<file path="config.mk">
export PLATFORM = sky130hd
export DESIGN_NAME = mm_shared_host
export DESIGN_NICKNAME = d
export VERILOG_FILES = /design/src/rtl/mmh_pkg.sv /design/src/rtl/mmh_port_lane.sv /design/src/rtl/mmh_rr_arb.sv /design/src/rtl/mmh_tag_fifo.sv /design/src/rtl/mm_shared_host.sv
export SDC_FILE = /design/constraint.sdc
export NUM_CORES = 1
export LEC_CHECK = 0
export ABC_AREA = 1
export CAP_MARGIN = 20
export CORE_AREA = 2 2 134 136
export CTS_CLUSTER_SIZE = 14
export DETAILED_ROUTE_END_ITERATION = 8
export DIE_AREA = 0 0 136 138
export PLACE_DENSITY = 0.71
export SYNTH_ARGS = -nofsm -noshare
export SYNTH_HDL_FRONTEND = slang
export SYNTH_SLANG_ARGS = --single-unit
</file>
<file path="constraint.sdc">
create_clock -name clk -period 2.4 [get_ports clk]
set_input_delay 0.48 -clock clk [delete_from_list [all_inputs] [get_ports clk]]
set_output_delay 0.48 -clock clk [all_outputs]
set_load 0.02 [all_outputs]
</file>
<file path="src/rtl/mmh_pkg.sv">
package mmh_pkg;

  // Bytes in one element given log2 of its size.
  function automatic int elem_bytes(input int sz_log2);
    return 1 << sz_log2;
  endfunction

  // Cyclic successor used by the rotating arbiter.
  function automatic int wrap_add(input int base, input int off, input int n);
    return (base + off) % n;
  endfunction

endpackage

</file>
<file path="src/rtl/mmh_port_lane.sv">
module mmh_port_lane
  import mmh_pkg::*;
#(
  parameter int IDX_W  = 16,
  parameter int ADDR_W = 16,
  parameter int DATA_W = 32,
  parameter int SZ     = 2
) (
  input  logic [IDX_W-1:0]               index,
  input  logic [DATA_W-1:0]              wdata,
  input  logic [$clog2(DATA_W/8)-1:0]    rd_lane,
  input  logic [DATA_W-1:0]              rdata,
  output logic [ADDR_W-1:0]              addr,
  output logic [DATA_W/8-1:0]            byteen,
  output logic [$clog2(DATA_W/8)-1:0]    lane,
  output logic [DATA_W-1:0]              wdata_out,
  output logic [DATA_W-1:0]              rdata_out
);
  localparam int BE_W   = DATA_W / 8;
  localparam int LANE_W = $clog2(BE_W);
  localparam int NB     = elem_bytes(SZ);
  localparam int WIDE_W = ADDR_W + IDX_W;
  localparam logic [BE_W-1:0]   BE_BASE = BE_W'((1 << NB) - 1);
  localparam logic [DATA_W-1:0] DMASK   = {DATA_W{1'b1}} >> (DATA_W - 8 * NB);

  logic [WIDE_W-1:0] wide;

  always_comb begin
    wide      = WIDE_W'(index) << SZ;
    addr      = wide[ADDR_W-1:0];
    lane      = addr[LANE_W-1:0];
    byteen    = BE_BASE << lane;
    wdata_out = (wdata & DMASK) << {lane, 3'b000};
    rdata_out = (rdata >> {rd_lane, 3'b000}) & DMASK;
  end
endmodule

</file>
<file path="src/rtl/mmh_rr_arb.sv">
module mmh_rr_arb
  import mmh_pkg::*;
#(
  parameter int N  = 3,
  parameter int IW = 2
) (
  input  logic          clk,
  input  logic          rst_n,
  input  logic          allow,
  input  logic [N-1:0]  req,
  output logic [N-1:0]  gnt,
  output logic [IW-1:0] win
);
  logic [IW-1:0] last_q, last_d;
  logic          hit;

  always_comb begin
    gnt = '0;
    win = '0;
    hit = 1'b0;
    for (int k = 1; k <= N; k++) begin
      int j;
      j = wrap_add(int'(last_q), k, N);
      if (allow && !hit && req[j]) begin
        gnt[j] = 1'b1;
        win    = IW'(j);
        hit    = 1'b1;
      end
    end
    last_d = hit ? win : last_q;
  end

  always_ff @(posedge clk or negedge rst_n) begin
    if (!rst_n) last_q <= IW'(N - 1);
    else        last_q <= last_d;
  end

  assert_one_grant_R3: assert property (@(posedge clk) disable iff (!rst_n)
    $onehot0(gnt));
endmodule

</file>
<file path="src/rtl/mmh_tag_fifo.sv">
module mmh_tag_fifo #(
  parameter int W     = 4,
  parameter int DEPTH = 4
) (
  input  logic         clk,
  input  logic         rst_n,
  input  logic         push,
  input  logic [W-1:0] din,
  input  logic         pop,
  output logic [W-1:0] dout,
  output logic         full,
  output logic         empty
);
  localparam int PW = (DEPTH > 1) ? $clog2(DEPTH) : 1;
  localparam int CW = $clog2(DEPTH + 1);

  logic [W-1:0]  mem [DEPTH];
  logic [PW-1:0] wp_q, wp_d, rp_q, rp_d;
  logic [CW-1:0] cnt_q, cnt_d;

  always_comb begin
    wp_d  = push ? PW'((int'(wp_q) + 1) % DEPTH) : wp_q;
    rp_d  = pop  ? PW'((int'(rp_q) + 1) % DEPTH) : rp_q;
    cnt_d = cnt_q + CW'(push) - CW'(pop);
  end

  always_ff @(posedge clk or negedge rst_n) begin
    if (!rst_n) begin
      wp_q  <= '0;
      rp_q  <= '0;
      cnt_q <= '0;
    end else begin
      wp_q  <= wp_d;
      rp_q  <= rp_d;
      cnt_q <= cnt_d;
    end
  end

  always_ff @(posedge clk) begin
    if (push) mem[wp_q] <= din;
  end

  assign dout  = mem[rp_q];
  assign full  = (cnt_q == CW'(DEPTH));
  assign empty = (cnt_q == '0);

  assert_no_overflow_R10: assert property (@(posedge clk) disable iff (!rst_n)
    push |-> !full);
  assert_no_underflow_R6: assert property (@(posedge clk) disable iff (!rst_n)
    pop |-> !empty);
endmodule

</file>
<file path="src/rtl/mm_shared_host.sv">
module mm_shared_host #(
  parameter int NPORTS    = 3,
  parameter int DATA_W    = 32,
  parameter int ADDR_W    = 16,
  parameter int IDX_W     = 16,
  parameter int FIXED_LAT = 0,
  parameter int TAG_DEPTH = 4,
  parameter logic [2*NPORTS-1:0] PORT_SZ = {2'd0, 2'd1, 2'd2}
) (
  input  logic                     clk,
  input  logic                     rst_n,
  input  logic [NPORTS-1:0]        req_valid,
  output logic [NPORTS-1:0]        req_ready,
  input  logic [NPORTS-1:0]        req_write,
  input  logic [NPORTS*IDX_W-1:0]  req_index,
  input  logic [NPORTS*DATA_W-1:0] req_wdata,
  output logic [NPORTS-1:0]        rsp_valid,
  output logic [NPORTS*DATA_W-1:0] rsp_data,
  output logic [ADDR_W-1:0]        bus_addr,
  output logic                     bus_read,
  output logic                     bus_write,
  output logic [DATA_W/8-1:0]      bus_byteen,
  output logic [DATA_W-1:0]        bus_wdata,
  input  logic                     bus_waitreq,
  input  logic [DATA_W-1:0]        bus_rdata,
  input  logic                     bus_rdvalid
);
  localparam int BE_W   = DATA_W / 8;
  localparam int LANE_W = $clog2(BE_W);
  localparam int PID_W  = (NPORTS > 1) ? $clog2(NPORTS) : 1;
  localparam int TAG_W  = PID_W + LANE_W;

  // Reset: asserted asynchronously, released on the clock.
  logic [1:0] rsync_q;
  logic       rst_s_n;
  always_ff @(posedge clk or negedge rst_n) begin
    if (!rst_n) rsync_q <= '0;
    else        rsync_q <= {rsync_q[0], 1'b1};
  end
  assign rst_s_n = rsync_q[1];

  // Per-port scaling and lane placement.
  logic [ADDR_W-1:0] p_addr [NPORTS];
  logic [BE_W-1:0]   p_be   [NPORTS];
  logic [LANE_W-1:0] p_lane [NPORTS];
  logic [DATA_W-1:0] p_wd   [NPORTS];
  logic [TAG_W-1:0]  tag_out;
  logic [PID_W-1:0]  tag_pid;
  logic [LANE_W-1:0] tag_lane;

  assign tag_pid  = tag_out[TAG_W-1:LANE_W];
  assign tag_lane = tag_out[LANE_W-1:0];

  for (genvar i = 0; i < NPORTS; i++) begin : g_port
    mmh_port_lane #(
      .IDX_W (IDX_W), .ADDR_W(ADDR_W), .DATA_W(DATA_W),
      .SZ    (int'(PORT_SZ[2*i +: 2]))
    ) u_lane (
      .index     (req_index[i*IDX_W +: IDX_W]),
      .wdata     (req_wdata[i*DATA_W +: DATA_W]),
      .rd_lane   (tag_lane),
      .rdata     (bus_rdata),
      .addr      (p_addr[i]),
      .byteen    (p_be[i]),
      .lane      (p_lane[i]),
      .wdata_out (p_wd[i]),
      .rdata_out (rsp_data[i*DATA_W +: DATA_W])
    );
  end

  // Command slot and arbitration.
  logic              cmd_vld_q, cmd_vld_d, cmd_wr_q, cmd_wr_d;
  logic [ADDR_W-1:0] cmd_addr_q, cmd_addr_d;
  logic [BE_W-1:0]   cmd_be_q, cmd_be_d;
  logic [DATA_W-1:0] cmd_wd_q, cmd_wd_d;
  logic              slot_free, allow, load_en, tag_full, tag_empty;
  logic              accept_rd, ret, tag_push;
  logic [NPORTS-1:0] gnt;
  logic [PID_W-1:0]  win;

  assign slot_free = !cmd_vld_q || !bus_waitreq;
  assign allow     = rst_s_n && slot_free && !tag_full;

  mmh_rr_arb #(.N(NPORTS), .IW(PID_W)) u_arb (
    .clk(clk), .rst_n(rst_s_n), .allow(allow), .req(req_valid),
    .gnt(gnt), .win(win)
  );

  assign req_ready = gnt;
  assign load_en   = |gnt;
  assign tag_push  = load_en && !req_write[win];

  always_comb begin
    cmd_vld_d  = slot_free ? load_en : cmd_vld_q;
    cmd_wr_d   = req_write[win];
    cmd_addr_d = p_addr[win];
    cmd_be_d   = p_be[win];
    cmd_wd_d   = p_wd[win];
  end

  always_ff @(posedge clk or negedge rst_s_n) begin
    if (!rst_s_n) cmd_vld_q <= 1'b0;
    else          cmd_vld_q <= cmd_vld_d;
  end

  always_ff @(posedge clk) begin
    if (load_en) begin
      cmd_wr_q   <= cmd_wr_d;
      cmd_addr_q <= cmd_addr_d;
      cmd_be_q   <= cmd_be_d;
      cmd_wd_q   <= cmd_wd_d;
    end
  end

  assign bus_read   = cmd_vld_q && !cmd_wr_q;
  assign bus_write  = cmd_vld_q && cmd_wr_q;
  assign bus_addr   = cmd_addr_q;
  assign bus_byteen = cmd_be_q;
  assign bus_wdata  = cmd_wd_q;
  assign accept_rd  = bus_read && !bus_waitreq;

  // Read return timing.
  if (FIXED_LAT == 0) begin : g_var
    assign ret = bus_rdvalid;
  end else begin : g_fix
    logic [FIXED_LAT-1:0] lat_q;
    always_ff @(posedge clk or negedge rst_s_n) begin
      if (!rst_s_n) lat_q <= '0;
      else          lat_q <= (lat_q << 1) | FIXED_LAT'(accept_rd);
    end
    assign ret = lat_q[FIXED_LAT-1];
  end

  mmh_tag_fifo #(.W(TAG_W), .DEPTH(TAG_DEPTH)) u_tags (
    .clk(clk), .rst_n(rst_s_n), .push(tag_push), .din({win, p_lane[win]}),
    .pop(ret), .dout(tag_out), .full(tag_full), .empty(tag_empty)
  );

  always_comb begin
    for (int i = 0; i < NPORTS; i++)
      rsp_valid[i] = rst_s_n && ret && (tag_pid == PID_W'(i));
  end

  assert_hold_stable_R4: assert property (@(posedge clk) disable iff (!rst_s_n)
    ((bus_read || bus_write) && bus_waitreq) |=>
      ($stable(bus_addr) && $stable(bus_byteen) && $stable(bus_wdata) &&
       $stable(bus_read) && $stable(bus_write)));
  assert_ready_only_valid_R5: assert property (@(posedge clk) disable iff (!rst_s_n)
    (req_ready & ~req_valid) == '0);
  assert_no_grant_full_R10: assert property (@(posedge clk) disable iff (!rst_s_n)
    tag_full |-> (req_ready == '0));
  assert_rsp_owed_R6: assert property (@(posedge clk) disable iff (!rst_s_n)
    (|rsp_valid) |-> !tag_empty);
endmodule

</file>
==> reports/qor.yml <==
status:
  status: "finished with violations"
  violations: "negative setup slack"
routing:
  drtPass1Iterations: 6
  vias: 5704
  via_per_inst: 4.65
  wire_per_inst_microns: 16.6
  totalWireLength_microns: 20400
  drc: 0
  ant_nets: 0
  drt_iter0_markers: 198
cts:
  cts_tree: "done"
  cts_hold_buf: 0
  clock_path_buffers: 2
  cts_max_level: 3
  clkSinkCount: 81
  clk_pin_slew_ns: 0.06
  root_buffer: "clkbuf_16"
  cts_buffers: 9
  clk_latency_ns: 0.34
synth:
  yosysMostFrequentCell: "nand2_1"
  synth_area_sq_um: 5450
  ys_warn_count: 0
  syn_inst: 646
  ys.flop_type: "edfxtp_1"
  yosys-top-cells-count: "169 x nand2_1, 69 x edfxtp_1, 68 x buf_4"
  synth_edf_count: 69
  netlist.top_cell.by_area: "edfxtp_1"
  ys_types: 46
  netlist_top_cells_area: "edfxtp_1 38%, nand2_1 12%, buf_4 9.4%"
  postSynthAreaPerCell_sq_um: 8.44
  ys_seq_area_share_pct: 43.5
  async_flop_share_pct: 14.8
  netlist.area_leader.share_pct: 38.0
  ys_seq_elements: 81
finish:
  fin_nets: 1190
  n_fill_cell: 1450
  drive_gt1_share_pct: 36.0
  layoutNonFillerInstCount: 1227
  antenna_cells: 0
  area_delta_synth_final_pct: 90.1
global_route:
  antenna_found_initial: 0
  grt_pass1_vias: 5482
  grt_usage_pct: 19.3
  grt-ovfl-total: 0
  grt_start_max_net_pins: 38
  grt_pass1_wl_microns: 28300
placement:
  gp_congestion: 0.856
  portBuffers: 258
  dp_cells: 1164
  dp_hpwl_microns: 13300
die:
  fp.dieH_microns: 138
  start_util_pct: 31.1
  core_sq_um: 17500
  pin_count: 342
  num_rows: 49
  die_x_microns: 136
  die-area_sq_um: 18800
sta:
  finalWorstSetupSlack_ns: -0.310
  finalCritPeriodShare_pct: 113
  clock_skew_ns: 0.00750
  hold_viol: 0
  fmax_mhz: 369
  setup_viol: 158
  min_period_ns: 2.71
  holdWs_ns: 0.252
  finalMaxSlewViolations: 0
  rsz0062_at_grt: "yes"
worst_setup_path:
  end_kind: "output port"
  cp-startpoint: "u_arb.last_q[1]"
  worstReg2RegStart: "u_arb.last_q[0]"
  worstPathMaxFanout: 3
  critPathKind: "reg2out"
  worstPathRequired_ns: 1.92
  startpoint_type: "register"
  arrival_ns: 2.23
hold_path:
  min_path_type: "reg2async"
power_and_ir_drop:
  powerDensity_nw_per_um2: 1790
  p_leak_nw: 4.41
  ir_drop_mv: 1.34
run:
  max-cap-violations: 0
[critical path, stage by stage (launching register included)]
cell     delay, ns
dfstp_2       0.57
inv_2         0.06
buf_4         0.12
buf_4         0.12
buf_4         0.12
buf_4         0.13
ha_2          0.17
nand3_1       0.08
nand2_1       0.06
nor2_2        0.16
buf_4         0.14
inv_1         0.03
buf_4         0.14
[metal layers]
metal	part of all wire, %	track usage [%]	up-vias	wire [microns]
met4	2.9	6.36	0	594
met3	8.7	7.08	48	1770
met2	54	35.7	248	10900
li1	-	-	2749	-
met5	0	0	-	0
met1	35	20.0	2659	7110
[where the power goes]
group / internal [mW] / switching (mW)
sequential: 2.70 / 0.229
clock: 0.799 / 0.545
combinational: 6.93 / 7.37
total: 10.4 / 8.14
[stage by stage]
step	total power, mW	setup TNS (ns)	instance area, sq um	utilization (%)	setup WS (ns)
floorplan	9.03	-10.54	5700	-	-0.687
global placement	13.3	-53.97	8640	49.3	-0.572
detailed placement	13.4	-57.85	8640	49.3	-0.599
CTS	16.7	-13.72	9560	54.5	-0.307
global route	19.6	-38.46	10400	59.1	-0.435
finish	18.6	-20.75	10400	59.1	-0.310
[cell usage in the layout (no fill, tap or decap), types with 6 or more instances in the layout]
master           synthesis  final
buf_12                   0     15
buf_2                    6      7
buf_4                   68     70
buf_6                    6     74
clkbuf_16                0     14
clkbuf_2                 0      7
clkdlybuf4s50_1          0    196
conb_1                   2     41
dfrtp_1                 11     10
edfxtp_1                69     69
ha_1                    10      6
inv_1                   53     46
inv_2                    4      9
mux2i_4                  0      7
nand2_1                169    130
nand2_2                  5     33
nand2_4                  2     11
nand3_1                 36     26
nand3_2                  4     11
nor2_1                  37     20
nor2_2                   1     10
nor2_4                   3     11
o211ai_1                17     17
o21ai_0                 48     32
o21ai_1                 16     21
o21ai_2                  0      6
or2_2                   10     10
[sequential cells by signal, summed over array words and instances (netlist names)]
signal / flops
bus_addr: 16
bus_byteen: 4
bus_wdata: 32
cmd_vld_q: 1
cmd_wr_q: 1
rsync_q: 2
u_arb.last_q: 2
u_tags.cnt_q: 3
u_tags.mem: 16
u_tags.rp_q: 2
u_tags.wp_q: 2
[kinds of logic after synthesis]
logic type	after synthesis	share of synthesized area, %
other cells	2	0.138
buf+inv	149	16.2
simple gates	283	23.8
fa+ha+maj	11	2.66
xor+xnor	4	0.643
mux	7	1.29
flops	81	43.5
compound gates	109	11.7
[area by class of cell]
cell class / instances / area, sq um / area share [%]
inverters: 59 / 233 / 2.25
well taps: 229 / 287 / 2.77
clock inverters: 6 / 58.8 / 0.568
repair buffers: 387 / 4080 / 39.4
clock buffers: 10 / 229 / 2.21
flip-flops and latches: 81 / 2370 / 22.9
multi-input cells: 455 / 3100 / 29.9
[path summary, 6_finish.rpt]
path	depth (start not counted)	end	slack, ns
max in group asynchronous	1	u_arb.last_q[1]	1.92
max	12	req_ready[0]	-0.31
min in group clk	0	rsync_q[1]	0.35
max reg2reg	16	u_tags.cnt_q[1]	-0.31
min	1	cmd_vld_q	0.25
min reg2reg	1	cmd_vld_q	0.25
[repair_timing]
item,CTS,global route
endpoints found under the setup margin,195,189
pin swaps,14,45
resized for setup,378,177
buffers inserted,28,17
gates cloned,6,5
Note: power is estimated with default switching activity, not from simulation.
